[src/rtl/ptr_pkg.sv]
package ptr_pkg;
  localparam int unsigned BYTE_W    = 8;
  localparam int unsigned PAGE_BITS = 5;  // 32 bytes per page

  typedef enum logic {
    STEP_WRITE = 1'b0,
    STEP_READ  = 1'b1
  } step_mode_e;
endpackage

[src/rtl/ptr_next.sv]
module ptr_next
  import ptr_pkg::*;
#(
  parameter int unsigned ADDR_W = 13
) (
  input  logic [ADDR_W-1:0] cur_i,
  input  step_mode_e        mode_i,
  output logic [ADDR_W-1:0] nxt_o
);
  localparam int unsigned ROW_W = ADDR_W - PAGE_BITS;

  logic [ADDR_W-1:0]    nxt_rd;
  logic [PAGE_BITS-1:0] col_inc;

  assign nxt_rd  = cur_i + ADDR_W'(1);
  assign col_inc = cur_i[PAGE_BITS-1:0] + PAGE_BITS'(1);

  always_comb begin
    if (mode_i == STEP_READ) nxt_o = nxt_rd;
    else                     nxt_o = {cur_i[ADDR_W-1 -: ROW_W], col_inc};
  end
endmodule

[src/rtl/prot_decode.sv]
module prot_decode #(
  parameter int unsigned ADDR_W = 13
) (
  input  logic [ADDR_W-1:0] addr_i,
  output logic              prot_o
);
  // upper quarter: both top bits set
  assign prot_o = &addr_i[ADDR_W-1 -: 2];
endmodule

[src/rtl/page_wrap_addr_ptr.sv]
module page_wrap_addr_ptr
  import ptr_pkg::*;
#(
  parameter int unsigned ADDR_W = 13
) (
  input  logic              clk_i,
  input  logic              rst_ni,
  input  logic              load_i,
  input  logic [7:0]        addr_hi_i,
  input  logic [7:0]        addr_lo_i,
  input  logic              step_i,
  input  logic              step_rd_i,
  output logic [ADDR_W-1:0] addr_o,
  output logic [ADDR_W-1:0] page_base_o,
  output logic              prot_o
);
  localparam int unsigned HI_USED = ADDR_W - BYTE_W;
  localparam logic [ADDR_W-1:0] COL_MASK = ADDR_W'((1 << PAGE_BITS) - 1);

  logic [ADDR_W-1:0] addr_q, base_q, load_val, step_val;
  logic              unused_hi;

  assign load_val  = {addr_hi_i[HI_USED-1:0], addr_lo_i};
  assign unused_hi = ^addr_hi_i[7:HI_USED];

  ptr_next #(.ADDR_W(ADDR_W)) u_next (
    .cur_i  (addr_q),
    .mode_i (step_rd_i ? STEP_READ : STEP_WRITE),
    .nxt_o  (step_val)
  );

  prot_decode #(.ADDR_W(ADDR_W)) u_prot (
    .addr_i (addr_q),
    .prot_o (prot_o)
  );

  always_ff @(posedge clk_i or negedge rst_ni) begin
    if (!rst_ni) begin
      addr_q <= '0;
      base_q <= '0;
    end else if (load_i) begin
      addr_q <= load_val;
      base_q <= load_val & ~COL_MASK;
    end else if (step_i) begin
      addr_q <= step_val;
    end
  end

  assign addr_o      = addr_q;
  assign page_base_o = base_q;

  a_r3_load_wins: assert property (@(posedge clk_i) disable iff (!rst_ni)
    load_i |=> addr_o == $past({addr_hi_i[HI_USED-1:0], addr_lo_i}));

  a_r4_write_row_kept: assert property (@(posedge clk_i) disable iff (!rst_ni)
    (step_i && !step_rd_i && !load_i) |=>
      addr_o[ADDR_W-1:PAGE_BITS] == $past(addr_o[ADDR_W-1:PAGE_BITS]));

  a_r5_read_advance: assert property (@(posedge clk_i) disable iff (!rst_ni)
    (step_i && step_rd_i && !load_i) |=> addr_o == ADDR_W'($past(addr_o) + 1));

  a_r6_idle_hold: assert property (@(posedge clk_i) disable iff (!rst_ni)
    (!step_i && !load_i) |=> $stable(addr_o));

  a_r7_base_only_on_load: assert property (@(posedge clk_i) disable iff (!rst_ni)
    !load_i |=> $stable(page_base_o));
endmodule

[config.mk]
export PLATFORM = sky130hd
export DESIGN_NAME = page_wrap_addr_ptr
export DESIGN_NICKNAME = d
export VERILOG_FILES = /design/src/rtl/ptr_pkg.sv /design/src/rtl/ptr_next.sv /design/src/rtl/prot_decode.sv /design/src/rtl/page_wrap_addr_ptr.sv
export SDC_FILE = /design/constraint.sdc
export NUM_CORES = 1
export LEC_CHECK = 0
export BUFFER_PORTS_ARGS = -buffer_cell sky130_fd_sc_hd__buf_2
export CORE_ASPECT_RATIO = 0.6
export CORE_MARGIN = 5
export CORE_UTILIZATION = 49
export DETAILED_ROUTE_END_ITERATION = 8
export GPL_TIMING_DRIVEN = 0
export PLACE_DENSITY_LB_ADDON = 0.08
export SYNTH_ARGS = -nofsm -noshare
export SYNTH_HDL_FRONTEND = slang
export SYNTH_SLANG_ARGS = --single-unit
[constraint.sdc]
create_clock -name clk_i -period 2.4 [get_ports clk_i]
set_input_delay 0.36 -clock clk_i [delete_from_list [all_inputs] [get_ports clk_i]]
set_output_delay 0.36 -clock clk_i [all_outputs]
set_load 0.02 [all_outputs]
== Yosys cells after proc, flatten, opt, wreduce, memory -nomap -nowiden ==
Index checks and enable logic that the tools add are counted.

* Register bits: 21
* Input port bits: 21
* Output and inout port bits: 27
* Logic and storage cells: 13

* $add $sub $neg: 2
* Muxes and demuxes: 4
* Reduce and logical (&&, ||, !) cells: 4

{| class="wikitable"
|+ Operators by type and width
! kind !! number
|-
| 13-bit 2-to-1 mux || 3
|-
| 13-bit by 1-bit adder with 13-bit output, second input constant || 1
|-
| 5-bit by 1-bit adder with 5-bit output, second input constant || 1
|-
| 2-bit AND reduction || 2
|-
| 2-bit nonzero test || 2
|-
| 1-bit 2-to-1 mux || 1
|}

== Depth between registers and ports, before layout ==
* Depth after elaboration: 4
* Mapped depth: 5
* Gate-level depth less buffers: 5

== By module ==
A second synthesis with hierarchy kept.

* Cell total of the unflattened synthesis: 120
* Area total of the unflattened synthesis: 1157.4 µm²

{| class="wikitable"
|+ By module, submodules not included
! module !! instances !! cells an instance !! area each (µm²) !! seq. area each (µm²)
|-
| page_wrap_addr_ptr || 1 || 87 || 930.9 || 525.5
|-
| ptr_next || 1 || 32 || 220.2 || 0.0
|-
| prot_decode || 1 || 1 || 6.3 || 0.0
|}

== Worst setup path before layout ==
OpenSTA, ideal clock, no wires.

* Path kind: register to register
* Start: reg addr_q[0] (netlist: addr_o[0])
* End: reg addr_q[12] (netlist: addr_o[12])
* Setup time: 125 ps
* Arrival: 1493 ps
* Data required time: 2275 ps
* Slack: 782 ps
* Cell stages (with the launch flop): 6
* Buffers on the path: 0
* Period minus slack after synthesis: 1618 ps
* Path through: dfrtp_1 -> ha_1 -> nand4_2 -> nor4_2 -> xor2_1 -> mux2_2

* Longest elaborated chain between the ends: 4

{| class="wikitable"
|+ RTL lines
! element !! RTL line !! RTL
|-
| start, declared || page_wrap_addr_ptr.sv:20 || <nowiki>logic [ADDR_W-1:0] addr_q, base_q, load_val, step_val;</nowiki>
|-
| start signal, assigned || page_wrap_addr_ptr.sv:42 || <nowiki>addr_q <= load_val;</nowiki>
|-
| start signal, assigned || page_wrap_addr_ptr.sv:45 || <nowiki>addr_q <= step_val;</nowiki>
|-
| 13-bit by 1-bit adder with 13-bit output || ptr_next.sv:15 || <nowiki>assign nxt_rd = cur_i + ADDR_W'(1);</nowiki>
|-
| 13-bit 2-to-1 mux || ptr_next.sv:19 || <nowiki>if (mode_i == STEP_READ) nxt_o = nxt_rd;</nowiki>
|-
| 13-bit 2-to-1 mux || page_wrap_addr_ptr.sv:44 || <nowiki>end else if (step_i) begin</nowiki>
|-
| 13-bit 2-to-1 mux || page_wrap_addr_ptr.sv:41 || <nowiki>end else if (load_i) begin</nowiki>
|}

No other way between the ends. The select of a mux whose other input is x is not followed.
A chain may end at the register's enable or synchronous reset.

== Worst setup path in the final report ==
Same ends and word-level chain as after synthesis.

==> results by group <==
Outcome
  – Outcome: complete, no violations

Logic synthesis
  – Number of flops mapped to enable cells by yosys: 0
  – Async set or reset register ratio after synthesis: 100%
  – Cell count after synthesis: about 110
  – Mean Syn Cell Area: 10.1 sq um
  – Yosys reg bits: 21
  – Synth Flop Type: dfrtp_1
  – Ys Warns: 0
  – Mapped cell area: about 0.0011 sq mm
  – Seq/Total Area, Yosys: just under 50%
  – Cell variety after synth: 22

STA
  – Period Utilization, post-route: between 60% and 70%
  – Slew margin rel.: 65.6%
  – Worst Tran Pin Value: 0.516 ns
  – FMAX: roughly 620 MHz
  – Final setup viols: 0
  – Final TNS setup: 0 ns
  – Final min period: 1.61 ns
  – RSZ-0062 raised after global routing: no
  – Final WS setup: roughly 0.79 ns
  – Final Hold Fails: 0
  – Pins Over Slew Limit: 0
  – Final Hold Slack: roughly 0.05 ns
  – Clock skew: 0.00203 ns

Clock tree
  – Post-CTS setup buffer count: 0
  – Post-cts resize count: 0
  – CTS max path bufs: 2
  – Clock Pin Slew Worst Setup and Hold Paths: 0.07 ns
  – Htree depth: 1
  – CTS hold repair buffers: 0
  – CTS tree: built
  – Sink Count: 21
  – Total CTS buffers: 3
  – CTS root buf: clkbuf_8
  – Clk_lat worst skew: about 0.26 ns

Floorplanning
  – Initial Utilization: about 50%
  – # IOs: 48
  – Die height: about 46 um
  – Core area: between 0.002 and 0.0025 sq mm
  – Die Wd: just over 70 um
  – # rows: 13
  – Die ar.: 0.00326 sq mm

Final layout
  – Nets: about 180
  – Share of layout cells above drive strength 1: a little under two fifths
  – Sequential Area: around 530 sq um
  – Layout area overhead: 26.8%
  – Filler cell count: 187
  – Area of the multi-input gates: slightly below 500 sq um
  – Non-Filler Instances: between 150 and 200
  – Antenna cells: 0

Place
  – Pre-CTS WS: 0.816 ns
  – Placer congestion estimate: ~0.82
  – Post-Place Cells: approximately 180
  – Port Buffer Count: 38
  – Hpwl dp: ~1800 um

Global routing
  – Tot GR Track Use: 16.1%
  – Busiest metal layer after global routing: met2
  – Global routing usage on met3: between 6 and 7%
  – Gr ovfl total: 0
  – Pin count of the biggest net entering global routing: 22
  – Number of global-route vias before repair: 845
  – Met1 Usage GRT: 20.9%
  – Met2 Use GR: between 20 and 25%
  – Initial antenna violation count: 0
  – First-pass GRT wire length: 3960 um

Critical path
  – Startpoint types: register
  – Crit path DAT: between 1.5 and 2 ns
  – Largest fanout on the critical path: 5
  – Crit end category: register
  – CP cell instances: ha_1, nand4_2, nor4_2, xor2_1, mux2_2
  – CP required: around 2.5 ns
  – FF-to-FF path depth: 5
  – Max stage delay on crit path: 0.44 ns
  – Kind of critical path: register to register
  – Crit path max-delay cell type: dfrtp_1

Routing
  – Via density: around 4.9
  – Final WL: ~2400 um
  – Routed vias: ~890
  – Initial DRC count: 25
  – Post-route DRC: 0
  – Antenna viol nets, final: 0
  – Iteration count of the initial detailed-routing pass: 3
  – WL/cell: 13.2 um

Power and ir drop
  – Clock power share: between 20% and 30%
  – P_leak: 0.649 nW
  – NetSw: roughly 0.27 mW
  – Comb pwr share: a little under a quarter
  – Int Power: about 0.6 mW
  – PwrDens: about 630 mW/mm^2
  – Overall Power: 0.859 mW
  – VDD IR max: roughly 0.34 mV
  – Sequential power share: approximately half
  – Sw Share: a little under a third

Worst hold path
  – Worst hold path type: primary input to async pin

Job
  – Max cap viols: 0
-- cell families (layout without fill, tap and decap cells) --
group / after synthesis / in the layout / synth area share, %
adder cells (fa/ha/maj): 1 / 1 / 1.16
XOR/XNOR: 12 / 12 / 9.78
buffers and inverters: 16 / 58 / 7.68
multiplexers: 5 / 5 / 5.12
flip-flops: 21 / 21 / 48.9
other: 1 / 5 / 0.349
AND/OR/NAND/NOR: 33 / 33 / 19.1
AO/OA/AOI/OAI: 17 / 17 / 7.92
-- path summary, 6_finish.rpt --
kind	start	end	slack [ns]
setup / recovery	addr_o[0]	addr_o[12]	0.79
hold / removal	rst_ni	page_base_o[8]	0.05
max in group asynchronous	rst_ni	page_base_o[12]	2.03
hold reg to reg	page_base_o[12]	page_base_o[12]	0.51
setup reg to reg	addr_o[0]	addr_o[12]	0.79
min in group clk_i	addr_lo_i[2]	addr_o[2]	0.31
-- power by group through the flow --
| stage | Combinational (mW) | Sequential (mW) | Clock, mW |
|---|---|---|---|
| floorplan | 0.0816 | 0.475 | 0 |
| global placement | 0.198 | 0.433 | 0 |
| detailed placement | 0.202 | 0.436 | 0 |
| CTS | 0.203 | 0.429 | 0.236 |
| global route | 0.219 | 0.436 | 0.255 |
| finish | 0.199 | 0.429 | 0.230 |
-- placed cells by master (no fill, tap or decap) --
master,instances
and2_1,1
o21ai_0,14
dfrtp_1,21
nand4_2,1
nand3_1,2
nand3_2,2
nand4_4,1
inv_1,7
xor2_1,5
nor3_1,3
buf_2,38
clkbuf_1,4
clkbuf_8,3
o21ai_1,3
nand2_1,15
nor2_1,2
conb_1,5
ha_1,1
mux2i_1,1
nor4_2,3
buf_4,6
xnor2_1,7
nand4_1,3
mux2_2,4
-- critical path: cells and delay by family, from the launching register on --
| kind | cells | cell delay, ns |
|---|---|---|
| xor+xnor | 1 | 0.10 |
| fa+ha+maj | 1 | 0.24 |
| flops | 1 | 0.44 |
| mux | 1 | 0.27 |
| simple gates | 2 | 0.45 |
-- synthesized netlist by cell type (2+ instances only) --
| cell type | n | share of area, % |
|---|---|---|
| nand2_1 | 15 | 5.2 |
| o21ai_1 | 3 | 1.4 |
| nand4_1 | 3 | 1.7 |
| nor4_2 | 3 | 3.5 |
| buf_4 | 6 | 4.2 |
| xnor2_1 | 7 | 5.7 |
| nor3_1 | 3 | 1.4 |
| nand3_2 | 2 | 1.9 |
| xor2_1 | 5 | 4.1 |
| nor2_1 | 2 | 0.70 |
| dfrtp_1 | 21 | 49 |
| o21ai_0 | 14 | 6.5 |
| mux2_2 | 4 | 4.2 |
| inv_1 | 7 | 2.4 |
| clkbuf_1 | 3 | 1.0 |
| nand3_1 | 2 | 0.93 |
-- area by class of cell --
cell class              count  area share [%]
inverters                   7            1.93
clock buffers               4            3.31
flip-flops and latches     21            38.6
repair buffers             38            14.0
well taps                  30            2.75
plain buffers               9            4.13
multi-input cells          73            35.4
-- per-stage QoR --
stage          cell area (sq um)  utilization (%)
2_1_floorplan               1090                -
3_3_place_gp                1320             61.8
3_5_place_dp                1320             61.8
4_1_cts                     1360             63.9
5_1_grt                     1360             63.9
6_report                    1360             63.9
-- state kept, by name (all words and copies together) (netlist names) --
name,cells
addr_o,13
page_base_o,8
-- routing by layer --
metal / vias up / wire (um)
met4: 0 / 13
met2: 28 / 1080
met1: 416 / 1120
met5: - / 0
li1: 440 / -
met3: 2 / 197
(Power assumes the default switching activity.)
